**config.mk**
```make
export PLATFORM = sky130hd
export DESIGN_NAME = bcyc_seq
export DESIGN_NICKNAME = d
export VERILOG_FILES = /design/src/rtl/bcyc_pkg.sv /design/src/rtl/bcyc_term_dec.sv /design/src/rtl/bcyc_fsm.sv /design/src/rtl/bcyc_dpath.sv /design/src/rtl/bcyc_seq.sv
export SDC_FILE = /design/constraint.sdc
export NUM_CORES = 1
export LEC_CHECK = 0
export ABC_CLOCK_PERIOD_IN_PS = 3300
export BUFFER_PORTS_ARGS = -buffer_cell sky130_fd_sc_hd__buf_2
export CAP_MARGIN = 25
export CORE_ASPECT_RATIO = 0.5
export CORE_MARGIN = 2
export CORE_UTILIZATION = 52
export CTS_BUF_LIST = sky130_fd_sc_hd__clkbuf_2
export CTS_CLUSTER_SIZE = 8
export DETAILED_ROUTE_END_ITERATION = 6
export PLACE_DENSITY = 0.95
export SYNTH_ARGS = -nofsm -noshare
export SYNTH_HDL_FRONTEND = slang
export SYNTH_HIERARCHICAL = 1
export SYNTH_SLANG_ARGS = --single-unit
export TNS_END_PERCENT = 1
```
**constraint.sdc**
```tcl
create_clock -name clk -period 3.3 [get_ports clk]
set_clock_uncertainty 0.2 [all_clocks]
set_input_delay 0.165 -clock clk [delete_from_list [all_inputs] [get_ports clk]]
set_output_delay 0.165 -clock clk [all_outputs]
set_load 0.01 [all_outputs]
```
**src/rtl/bcyc_pkg.sv**
```systemverilog
package bcyc_pkg;

    typedef enum logic [1:0] {
        END_OK    = 2'd0,
        END_BERR  = 2'd1,
        END_RETRY = 2'd2,
        END_AVEC  = 2'd3
    } end_kind_e;

    typedef enum logic [1:0] {
        PW_32   = 2'd0,
        PW_16   = 2'd1,
        PW_8    = 2'd2,
        PW_NONE = 2'd3
    } port_w_e;

    typedef enum logic [2:0] {
        ST_IDLE,
        ST_ADDR,
        ST_ASRT,
        ST_DATA,
        ST_WAIT,
        ST_NEG,
        ST_REL
    } step_e;

    typedef struct packed {
        logic      hit;
        end_kind_e kind;
        port_w_e   width;
    } term_t;

    // active-low acknowledge pair to port width
    function automatic port_w_e ack_width(input logic [1:0] ackn);
        case (ackn)
            2'b00:   return PW_32;
            2'b01:   return PW_16;
            2'b10:   return PW_8;
            default: return PW_NONE;
        endcase
    endfunction

endpackage

```
**src/rtl/bcyc_term_dec.sv**
```systemverilog
module bcyc_term_dec
    import bcyc_pkg::*;
(
    input  logic [1:0] ack_n,
    input  logic       berr_n,
    input  logic       halt_n,
    input  logic       avec_n,
    input  logic       iack,
    output term_t      term
);
    logic berr_a, halt_a, avec_a, ack_a;

    always_comb begin
        berr_a = ~berr_n;
        halt_a = ~halt_n;
        avec_a = ~avec_n & iack;
        ack_a  = ~(&ack_n);

        term.hit   = 1'b0;
        term.kind  = END_OK;
        term.width = PW_NONE;
        if (berr_a && halt_a) begin
            term.hit  = 1'b1;
            term.kind = END_RETRY;
        end else if (berr_a) begin
            term.hit  = 1'b1;
            term.kind = END_BERR;
        end else if (avec_a) begin
            term.hit  = 1'b1;
            term.kind = END_AVEC;
        end else if (ack_a) begin
            term.hit   = 1'b1;
            term.kind  = END_OK;
            term.width = ack_width(ack_n);
        end
    end
endmodule

```
**src/rtl/bcyc_fsm.sv**
```systemverilog
module bcyc_fsm
    import bcyc_pkg::*;
(
    input  logic clk,
    input  logic rst,
    input  logic start,
    input  logic req_write,
    input  logic hit,
    output logic load,
    output logic capture,
    output logic busy,
    output logic as_n,
    output logic ds_n,
    output logic dben_n,
    output logic data_oe
);
    step_e state;
    logic  wr_q;

    assign load    = start && (state == ST_IDLE);
    assign capture = hit && (state == ST_WAIT);
    assign busy    = (state != ST_IDLE);

    always_ff @(posedge clk) begin
        if (rst) begin
            state   <= ST_IDLE;
            wr_q    <= 1'b0;
            as_n    <= 1'b1;
            ds_n    <= 1'b1;
            dben_n  <= 1'b1;
            data_oe <= 1'b0;
        end else begin
            case (state)
                ST_IDLE: begin
                    if (start) begin
                        state <= ST_ADDR;
                        wr_q  <= req_write;
                    end
                end
                ST_ADDR: begin
                    state <= ST_ASRT;
                    as_n  <= 1'b0;
                    if (wr_q) dben_n <= 1'b0;
                    else      ds_n   <= 1'b0;
                end
                ST_ASRT: begin
                    state <= ST_DATA;
                    if (wr_q) data_oe <= 1'b1;
                    else      dben_n  <= 1'b0;
                end
                ST_DATA: begin
                    state <= ST_WAIT;
                    if (wr_q) ds_n <= 1'b0;
                end
                ST_WAIT: begin
                    if (hit) state <= ST_NEG;
                end
                ST_NEG: begin
                    state  <= ST_REL;
                    as_n   <= 1'b1;
                    ds_n   <= 1'b1;
                    dben_n <= 1'b1;
                end
                ST_REL: begin
                    state   <= ST_IDLE;
                    data_oe <= 1'b0;
                end
                default: state <= ST_IDLE;
            endcase
        end
    end
endmodule

```
**src/rtl/bcyc_dpath.sv**
```systemverilog
module bcyc_dpath
    import bcyc_pkg::*;
#(
    parameter int AW = 32,
    parameter int DW = 32
) (
    input  logic          clk,
    input  logic          rst,
    input  logic          load,
    input  logic          capture,
    input  logic          req_write,
    input  logic          req_iack,
    input  logic [AW-1:0] req_addr,
    input  logic [DW-1:0] req_wdata,
    input  logic [DW-1:0] data_i,
    input  term_t         term,
    output logic          iack_q,
    output logic [AW-1:0] addr_o,
    output logic          rw_o,
    output logic [DW-1:0] data_o,
    output logic [DW-1:0] rdata,
    output logic          done,
    output logic [1:0]    done_kind,
    output logic [1:0]    done_size
);
    always_ff @(posedge clk) begin
        if (rst) begin
            iack_q    <= 1'b0;
            addr_o    <= '0;
            rw_o      <= 1'b1;
            data_o    <= '0;
            rdata     <= '0;
            done      <= 1'b0;
            done_kind <= END_OK;
            done_size <= PW_NONE;
        end else begin
            done <= capture;
            if (load) begin
                iack_q <= req_iack;
                addr_o <= req_addr;
                rw_o   <= ~req_write;
                data_o <= req_write ? req_wdata : '0;
            end
            if (capture) begin
                done_kind <= term.kind;
                done_size <= term.width;
                if (rw_o && term.kind == END_OK) rdata <= data_i;
            end
        end
    end
endmodule

```
**src/rtl/bcyc_seq.sv**
```systemverilog
module bcyc_seq
    import bcyc_pkg::*;
#(
    parameter int AW = 32,
    parameter int DW = 32
) (
    input  logic          clk,
    input  logic          rst,
    input  logic          start,
    input  logic          req_write,
    input  logic          req_iack,
    input  logic [AW-1:0] req_addr,
    input  logic [DW-1:0] req_wdata,
    output logic          busy,
    output logic          done,
    output logic [1:0]    done_kind,
    output logic [1:0]    done_size,
    output logic [DW-1:0] rdata,
    output logic [AW-1:0] addr_o,
    output logic          rw_o,
    output logic          as_n,
    output logic          ds_n,
    output logic          dben_n,
    output logic [DW-1:0] data_o,
    output logic          data_oe,
    input  logic [DW-1:0] data_i,
    input  logic [1:0]    ack_n,
    input  logic          berr_n,
    input  logic          halt_n,
    input  logic          avec_n
);
    term_t term;
    logic  load, capture, iack_q;

    bcyc_term_dec u_dec (
        .ack_n  (ack_n),
        .berr_n (berr_n),
        .halt_n (halt_n),
        .avec_n (avec_n),
        .iack   (iack_q),
        .term   (term)
    );

    bcyc_fsm u_fsm (
        .clk       (clk),
        .rst       (rst),
        .start     (start),
        .req_write (req_write),
        .hit       (term.hit),
        .load      (load),
        .capture   (capture),
        .busy      (busy),
        .as_n      (as_n),
        .ds_n      (ds_n),
        .dben_n    (dben_n),
        .data_oe   (data_oe)
    );

    bcyc_dpath #(.AW(AW), .DW(DW)) u_dp (
        .clk       (clk),
        .rst       (rst),
        .load      (load),
        .capture   (capture),
        .req_write (req_write),
        .req_iack  (req_iack),
        .req_addr  (req_addr),
        .req_wdata (req_wdata),
        .data_i    (data_i),
        .term      (term),
        .iack_q    (iack_q),
        .addr_o    (addr_o),
        .rw_o      (rw_o),
        .data_o    (data_o),
        .rdata     (rdata),
        .done      (done),
        .done_kind (done_kind),
        .done_size (done_size)
    );
endmodule

```
==> flow_metrics.env, run 1 <==
export IMPL_grt_pass1_wl_um=23800
export IMPL_initial_core_util_pct=52.8
export IMPL_crit_required_ns=3.62
export IMPL_crit_path_max_fanout=32
export IMPL_post_route_cells_drive_above_1_share_pct=29.5
export IMPL_yosys_warnings=6
export IMPL_ys_ff_latch=111
export IMPL_synth_top_family_by_area="simple AND/OR/NAND/NOR gates"
export IMPL_core_um2=8590
export IMPL_die_w_um=136
export IMPL_synthAdderAreaFrac_pct=0
export IMPL_post_cts_resized_instances=0
export IMPL_dp_hpwl_um=7310
export IMPL_placedCellCount=751
export IMPL_ant_nets=0
export IMPL_power_leakage_nw=3.08
export IMPL_root_buffer="clkbuf_2"
export IMPL_drt_first_pass_iters=6
export IMPL_grt_max_degree=134
export IMPL_synthMuxAreaShare_pct=15.2
export IMPL_synth_compound_area_share_pct=6.35
export IMPL_syn_area_per_cell_um2=9.89
export IMPL_first_iter_violations=321
export IMPL_worstPathArrival_ns=3.07
export IMPL_end_kind="register"
export IMPL_finalHoldViolCount=0
export IMPL_timing_worst_slew_pin_value_ns=0.650
export IMPL_syn_nets=564
export IMPL_regArea_um2=2220
export IMPL_rsz0062_at_grt="no"
export IMPL_synthSimpleGateAreaFrac_pct=23.5
export IMPL_finalNetCount=892
export IMPL_layoutNonFillerInstCount=908
export IMPL_vdd_drop_max_v=0.000229
export IMPL_netlist_top_cells_area="dfxtp_1 (49%), mux2i_1 (15%), nand2b_1 (13%)"
export IMPL_cts_hold_buf=139
export IMPL_antenna_found_initial=0
export IMPL_synth_area_um2=4530
export IMPL_port_buffers=212
export IMPL_critical_path_class="reg2reg"
export IMPL_numCtsBuffers=9
export IMPL_fillers=487
export IMPL_grt_usage_pct=32.5
export IMPL_drc=0
export IMPL_vias_per_cell=5.12
export IMPL_diodes=0
export IMPL_synth_top_area_cell="dfxtp_1"
export IMPL_fp_row_count=24
export IMPL_drv_slew=0
export IMPL_multiInputGateArea_um2=2040
export IMPL_syn2layout_area_growth_pct=55.1
export IMPL_synth_xor_area_share_pct=0
export IMPL_gp_congestion=0.866
export IMPL_numClockSinks=111
export IMPL_wl_per_cell_um=17.2
export IMPL_placed_cell_area_um2=5520
export IMPL_grt_pass1_vias=4851
export IMPL_ys_types=31
export IMPL_status="finished, final reports clean"
export IMPL_die_area_um2=9520
export IMPL_pin_count=213
export IMPL_setup_worst_path_start_class="register"
export IMPL_tns_ns=0
export IMPL_cts_tree="done"
export IMPL_seq_area_frac_synth_pct=49.0
export IMPL_clk_latency_ns=0.58
export IMPL_preCtsSetupSlack_ns=0.868
export IMPL_stdcell_area_um2=7030
export IMPL_fin_crit_sh_pct=83.5
export IMPL_drv_cap=0
export IMPL_yosysTopAreaCellShare_pct=49.0
export IMPL_path_clk_slew_ns=0.26
export IMPL_cts_setup_buffers=0
export IMPL_overflow=0
export IMPL_hold_path_class="in2reg"
export IMPL_maxSlewHeadroom_pct=56.7
export IMPL_wl_um=15600
export IMPL_netlist_instances=458
export IMPL_vias=4653
export IMPL_htreeDepth=3
export IMPL_worst_slack_ns=0.544
export IMPL_clockBufferDepth=2
export IMPL_cellPowerDensity_nw_per_um2=365
export IMPL_die_h_um=70.0
export IMPL_setup_viol=0
export IMPL_fmax_mhz=363
export IMPL_finalCriticalPeriod_ns=2.76
## kinds of logic after synthesis
family | Yosys count
flip-flops | 111
multiplexers | 69
buffers and inverters | 41
AND/OR/NAND/NOR | 187
AO/OA/AOI/OAI | 50
## power by group
part / total (W) / leakage [nW] / internal [W] / switching, W
clock: 0.000528 / 0.0584 / 0.0000989 / 0.000429
combinational: 0.000577 / 2.11 / 0.000312 / 0.000265
sequential: 0.00146 / 0.903 / 0.00141 / 0.0000476
## cell usage in the layout (no fill, tap or decap), types with 2 or more instances in the layout
cell type	Yosys	layout
a211oi_1	2	2
o21ai_0	3	3
nand2_1	3	3
nand3b_1	3	3
nor2b_1	4	4
dlygate4sd3_1	0	140
a211o_1	2	2
nor2_1	40	40
mux2i_1	69	69
buf_2	12	211
nand3_1	33	33
nand2b_1	97	97
a21o_1	2	2
a21oi_1	35	35
and2b_1	3	3
dfxtp_1	111	111
clkinv_1	0	3
inv_1	2	2
buf_4	5	3
clkbuf_2	0	11
## worst max-delay path: stages (launching register included)
cell,delay (ns)
dfxtp_1,0.67
nand3_1,0.19
nor2_1,0.48
nor4bb_4,0.30
buf_4,0.49
mux2i_1,0.32
## layout make-up
| cell class | count | area share [%] |
|---|---|---|
| well taps | 117 | 2.08 |
| clock buffers | 11 | 0.783 |
| multi-input cells | 306 | 29.1 |
| inverters | 2 | 0.107 |
| clock inverters | 5 | 0.356 |
| repair buffers | 356 | 36.0 |
| flip-flops and latches | 111 | 31.6 |
## routing by layer
metal | wire [µm] | track usage [%] | share of wire (%)
met4 | 1050 | 22.9 | 6.7
met5 | 0 | 0 | 0
met2 | 8050 | 58.0 | 51
met3 | 886 | 8.93 | 5.7
met1 | 5660 | 32.9 | 36
## Yosys cell counts
master / n
inv_1: 2
dfxtp_1: 111
buf_1: 2
a22o_1: 1
a221o_1: 1
a211o_2: 1
mux2i_1: 69
buf_6: 4
or2_2: 1
nand3b_1: 3
a211o_1: 2
a31oi_1: 1
a211oi_1: 2
buf_12: 3
o21ai_0: 3
nor2_1: 40
nand3_1: 33
nor4b_4: 1
a21oi_1: 35
and2b_1: 3
nand4_1: 1
a21o_1: 2
nand2b_1: 97
nand2_1: 3
buf_4: 5
o31ai_1: 1
buf_2: 12
nor4bb_4: 1
o21bai_1: 1
nor2b_1: 4
clkbuf_1: 13
## registers in the layout, summed over array words and instances (netlist names)
register,count
u_dp/addr_o,32
u_dp/data_o,32
u_dp/done,1
u_dp/done_kind,2
u_dp/done_size,2
u_dp/iack_q,1
u_dp/rdata,32
u_dp/rw_o,1
u_fsm/as_n,1
u_fsm/data_oe,1
u_fsm/dben_n,1
u_fsm/ds_n,1
u_fsm/state,3
u_fsm/wr_q,1
## final timing paths
check	from	end	slack [ns]	depth (start not counted)
min reg2reg	u_dp/data_o[27]	u_dp/data_o[27]	0.29	2
min	avec_n	u_dp/done_kind[0]	0.13	5
max	u_fsm/state[2]	u_dp/rdata[4]	0.54	5
max reg2reg	u_fsm/state[2]	u_dp/rdata[4]	0.54	5
## metrics by stage
stage               power (W)  hold WS, ns  util (%)
floorplan             0.00174        0.112         -
detailed placement    0.00189        0.209      64.2
global placement      0.00187        0.197      64.2
CTS                   0.00253       0.0119      81.4
finish                0.00256        0.131      81.8
global route          0.00268       0.0638      81.8
Power figures use the tool's default switching activity.
==> run 2, diff against run 1 <==
--- a/config.mk
+++ b/config.mk
@@ -5,16 +5,17 @@
 export SDC_FILE = /design/constraint.sdc
 export NUM_CORES = 1
 export LEC_CHECK = 0
-export ABC_CLOCK_PERIOD_IN_PS = 3300
+export ABC_AREA = 1
+export ABC_CLOCK_PERIOD_IN_PS = 2900
 export BUFFER_PORTS_ARGS = -buffer_cell sky130_fd_sc_hd__buf_2
 export CAP_MARGIN = 25
 export CORE_ASPECT_RATIO = 0.5
 export CORE_MARGIN = 2
-export CORE_UTILIZATION = 52
+export CORE_UTILIZATION = 48
 export CTS_BUF_LIST = sky130_fd_sc_hd__clkbuf_2
 export CTS_CLUSTER_SIZE = 8
 export DETAILED_ROUTE_END_ITERATION = 6
-export PLACE_DENSITY = 0.95
+export PLACE_DENSITY = 0.9
 export SYNTH_ARGS = -nofsm -noshare
 export SYNTH_HDL_FRONTEND = slang
 export SYNTH_HIERARCHICAL = 1
==> constraint.sdc (replaced) <==
create_clock -name clk -period 2.9 [get_ports clk]
set_clock_uncertainty 0.2 [all_clocks]
set_input_delay 0.145 -clock clk [delete_from_list [all_inputs] [get_ports clk]]
set_output_delay 0.145 -clock clk [all_outputs]
set_load 0.01 [all_outputs]
==> run 2 against run 1 <==
Synthesized cell count rose by 29%. Area after synthesis shrank 2.3%. The flow now stops in clock tree synthesis (4_1_cts).
==> flow_metrics.env, run 2 <==
export IMPL_netlist_instances=589
export IMPL_yosys_warnings=6
export IMPL_cts_hold_buf=181
export IMPL_dp_hpwl_um=7650
export IMPL_initial_core_util_pct=50.1
export IMPL_preCtsSetupSlack_ns=0.791
export IMPL_pin_count=213
export IMPL_synth_ff_type="dfxtp_1"
export IMPL_haltStage="clock tree synthesis (4_1_cts)"
export IMPL_netlist_top_cells_area="dfxtp_1 (50%), nand2_1 (11%), nor2_1 (9.0%)"
export IMPL_status="stopped before the end"
export IMPL_synth_area_um2=4430
export IMPL_root_buffer="clkbuf_2"
export IMPL_numCtsBuffers=9
export IMPL_numClockSinks=111
export IMPL_synth_most_common_cell="nand2_1"
export IMPL_synth_edf_count=0
export IMPL_cts_setup_buffers=0
export IMPL_fp_row_count=24
export IMPL_die_h_um=71.9
export IMPL_post_cts_resized_instances=0
export IMPL_ys_top_cells_by_count="nand2_1 (126), dfxtp_1 (111), nor2_1 (106)"
export IMPL_yosysTopAreaCellShare_pct=50.2
export IMPL_syn_nets=695
export IMPL_tool_error="[ERROR RSZ-0060] Max buffer count reached."
export IMPL_die_w_um=140
export IMPL_clockBufferDepth=2
export IMPL_seq_area_frac_synth_pct=50.2
export IMPL_syn_area_per_cell_um2=7.51
export IMPL_async_flop_share_pct=0
export IMPL_synth_top_area_cell="dfxtp_1"
export IMPL_ys_types=25
export IMPL_gp_congestion=0.924
export IMPL_port_buffers=212
export IMPL_ys_ff_latch=111
export IMPL_htreeDepth=3
==> run 2: kinds of logic after synthesis <==
family,count (synthesis),synth area share [%]
flops,111,50.2
compound gates,107,12.3
simple gates,282,25.8
buf+inv,89,11.8
==> run 2: stage by stage <==
| step | instance area (µm²) | instances | utilization, % |
|---|---|---|---|
| detailed placement | 5330 | 883 | 60.4 |
| global placement | 5330 | 883 | 60.4 |
| floorplan | 4430 | 589 | - |
==> run 3, diff against run 2 <==
--- a/config.mk
+++ b/config.mk
@@ -9,13 +9,10 @@
 export ABC_CLOCK_PERIOD_IN_PS = 2900
 export BUFFER_PORTS_ARGS = -buffer_cell sky130_fd_sc_hd__buf_2
 export CAP_MARGIN = 25
-export CORE_ASPECT_RATIO = 0.5
 export CORE_MARGIN = 2
-export CORE_UTILIZATION = 48
-export CTS_BUF_LIST = sky130_fd_sc_hd__clkbuf_2
-export CTS_CLUSTER_SIZE = 8
+export CORE_UTILIZATION = 40
 export DETAILED_ROUTE_END_ITERATION = 6
-export PLACE_DENSITY = 0.9
+export PLACE_DENSITY_LB_ADDON = 0.15
 export SYNTH_ARGS = -nofsm -noshare
 export SYNTH_HDL_FRONTEND = slang
 export SYNTH_HIERARCHICAL = 1
==> run 3 against run 2 <==
The run now ends clean. Synthesized cell count stayed put. Area after synthesis stayed put.
==> flow_metrics.env, run 3 <==
export IMPL_status="finished, final reports clean"
export IMPL_yosysTopAreaCellShare_pct=50.2
export IMPL_grt_pass1_wl_um=20700
export IMPL_netlist_top_cells_area="dfxtp_1 (50%), nand2_1 (11%), nor2_1 (9.0%)"
export IMPL_fmax_mhz=469
export IMPL_drt_first_pass_iters=6
export IMPL_worstPathArrival_ns=2.25
export IMPL_wl_um=13600
export IMPL_synthAdderAreaFrac_pct=0
export IMPL_initial_core_util_pct=40.8
export IMPL_pin_count=213
export IMPL_setup_viol=0
export IMPL_fin_crit_sh_pct=73.5
export IMPL_synth_top_family_by_area="simple AND/OR/NAND/NOR gates"
export IMPL_first_iter_violations=340
export IMPL_grt_pass1_vias=4643
export IMPL_port_buffers=212
export IMPL_rsz0062_at_grt="no"
export IMPL_path_clk_slew_ns=0.10
export IMPL_critical_path_class="reg2reg"
export IMPL_async_flop_share_pct=0
export IMPL_synthMuxAreaShare_pct=0
export IMPL_crit_required_ns=3.02
export IMPL_layout_commonest_cell="buf_2"
export IMPL_overflow=0
export IMPL_synthSimpleGateAreaFrac_pct=25.8
export IMPL_cellPowerDensity_nw_per_um2=513
export IMPL_drc=0
export IMPL_grt_max_degree=70
export IMPL_synth_most_common_cell="nand2_1"
export IMPL_tns_ns=0
export IMPL_hold_path_class="in2reg"
export IMPL_diodes=0
export IMPL_maxSlewHeadroom_pct=55.5
export IMPL_netlist_instances=589
export IMPL_gp_congestion=0.879
export IMPL_post_cts_resized_instances=0
export IMPL_timing_worst_slew_pin_value_ns=0.668
export IMPL_clk_latency_ns=0.37
export IMPL_dp_hpwl_um=7910
export IMPL_finalHoldViolCount=0
export IMPL_wl_per_cell_um=13.2
export IMPL_vdd_drop_max_v=0.000289
export IMPL_fin_util_pct=61.5
export IMPL_placed_cell_area_um2=5380
export IMPL_setup_worst_path_start_class="register"
export IMPL_power_leakage_nw=3.34
export IMPL_synth_top_area_cell="dfxtp_1"
export IMPL_synth_compound_area_share_pct=12.3
export IMPL_ant_nets=0
export IMPL_drv_cap=0
export IMPL_crit_path_max_fanout=32
export IMPL_synth_edf_count=0
export IMPL_die_h_um=109
export IMPL_ys_top_cells_by_count="nand2_1 (126), dfxtp_1 (111), nor2_1 (106)"
export IMPL_post_route_cells_drive_above_1_share_pct=27.8
export IMPL_cts_setup_buffers=0
export IMPL_cts_tree="done"
export IMPL_fp_row_count=38
export IMPL_stdcell_area_um2=6670
export IMPL_ys_ff_latch=111
export IMPL_clockBufferDepth=2
export IMPL_vias_per_cell=4.68
export IMPL_ys_types=25
export IMPL_vias=4814
export IMPL_end_kind="register"
export IMPL_layout_common_cells="buf_2 (212), nand2_1 (126), dfxtp_1 (111), dlygate4sd3_1 (106), nor2_1 (106)"
export IMPL_die_area_um2=11900
export IMPL_synth_xor_area_share_pct=0
export IMPL_syn_area_per_cell_um2=7.51
export IMPL_root_buffer="clkbuf_8"
export IMPL_seq_area_frac_synth_pct=50.2
export IMPL_finalCriticalPeriod_ns=2.13
export IMPL_numCtsBuffers=9
export IMPL_synth_ff_type="dfxtp_1"
export IMPL_numClockSinks=111
export IMPL_die_w_um=109
export IMPL_htreeDepth=3
export IMPL_grt_usage_pct=21.8
export IMPL_top_regs="u_dp/addr_o: 32 flops, u_dp/data_o: 32 flops, u_dp/rdata: 32 flops"
export IMPL_cts_hold_buf=106
export IMPL_antenna_found_initial=0
export IMPL_drv_slew=0
export IMPL_syn_nets=695
export IMPL_yosys_warnings=6
export IMPL_finalNetCount=990
export IMPL_synth_area_um2=4430
export IMPL_core_um2=10800
export IMPL_syn2layout_area_growth_pct=50.6
## run 3: cell counts after synthesis
Identical to the previous run, type by type.
## run 3: final cells by class
cell class / count / area (µm²)
flip-flops and latches: 111 / 2220
well taps: 140 / 175
multi-input cells: 389 / 1680
repair buffers: 322 / 2160
fillers: 998 / 4180
clock inverters: 6 / 83.8
inverters: 51 / 199
clock buffers: 10 / 138
## run 3: metal layers
metal	GRT usage (%)	vias up	part of all wire, %
li1	-	2431	-
met1	24.8	2169	41
met2	38.1	184	49
met5	0	-	0
met3	6.52	30	7.7
met4	9.13	0	2.4
## run 3: kinds of logic after synthesis
family                 after synthesis
AOI/OAI and AO/OA                  107
buffers and inverters               89
DFF                                111
and+or+nand+nor                    282
## run 3: power by group
| part | total (W) | switching (W) | internal (W) |
|---|---|---|---|
| registers | 0.00169 | 0.0000591 | 0.00163 |
| logic | 0.000701 | 0.000386 | 0.000314 |
| clock network | 0.00103 | 0.000520 | 0.000508 |
| total | 0.00342 | 0.000966 | 0.00245 |
## run 3: through the flow
step	worst slack [ns]	instances	hold slack, ns	total power, W
6_report	0.768	1029	0.0820	0.00342
5_1_grt	0.585	1029	0.117	0.00359
4_1_cts	0.768	1029	0.0672	0.00344
3_5_place_dp	0.888	907	0.173	0.00230
3_3_place_gp	0.958	907	0.167	0.00229
2_1_floorplan	1.23	589	0.00744	0.00210
## run 3: worst paths after layout
| kind | from | end | slack (ns) | cells after the start |
|---|---|---|---|---|
| worst min-delay path | avec_n | u_dp/done_kind[1] | 0.08 | 6 |
| worst max-delay path | u_fsm/state[1] | u_fsm/wr_q | 0.77 | 7 |
| worst max register to register | u_fsm/state[1] | u_fsm/wr_q | 0.77 | 7 |
| worst min register to register | u_dp/done_size[0] | u_dp/done_size[0] | 0.27 | 2 |
## run 3: critical path, stage by stage (launching register included)
cell           delay, ns
dfxtp_1             0.39
nor2_2              0.18
nand3_2             0.10
inv_2               0.12
buf_4               0.33
nand2_2             0.08
a21oi_2             0.12
dlygate4sd3_1       0.56
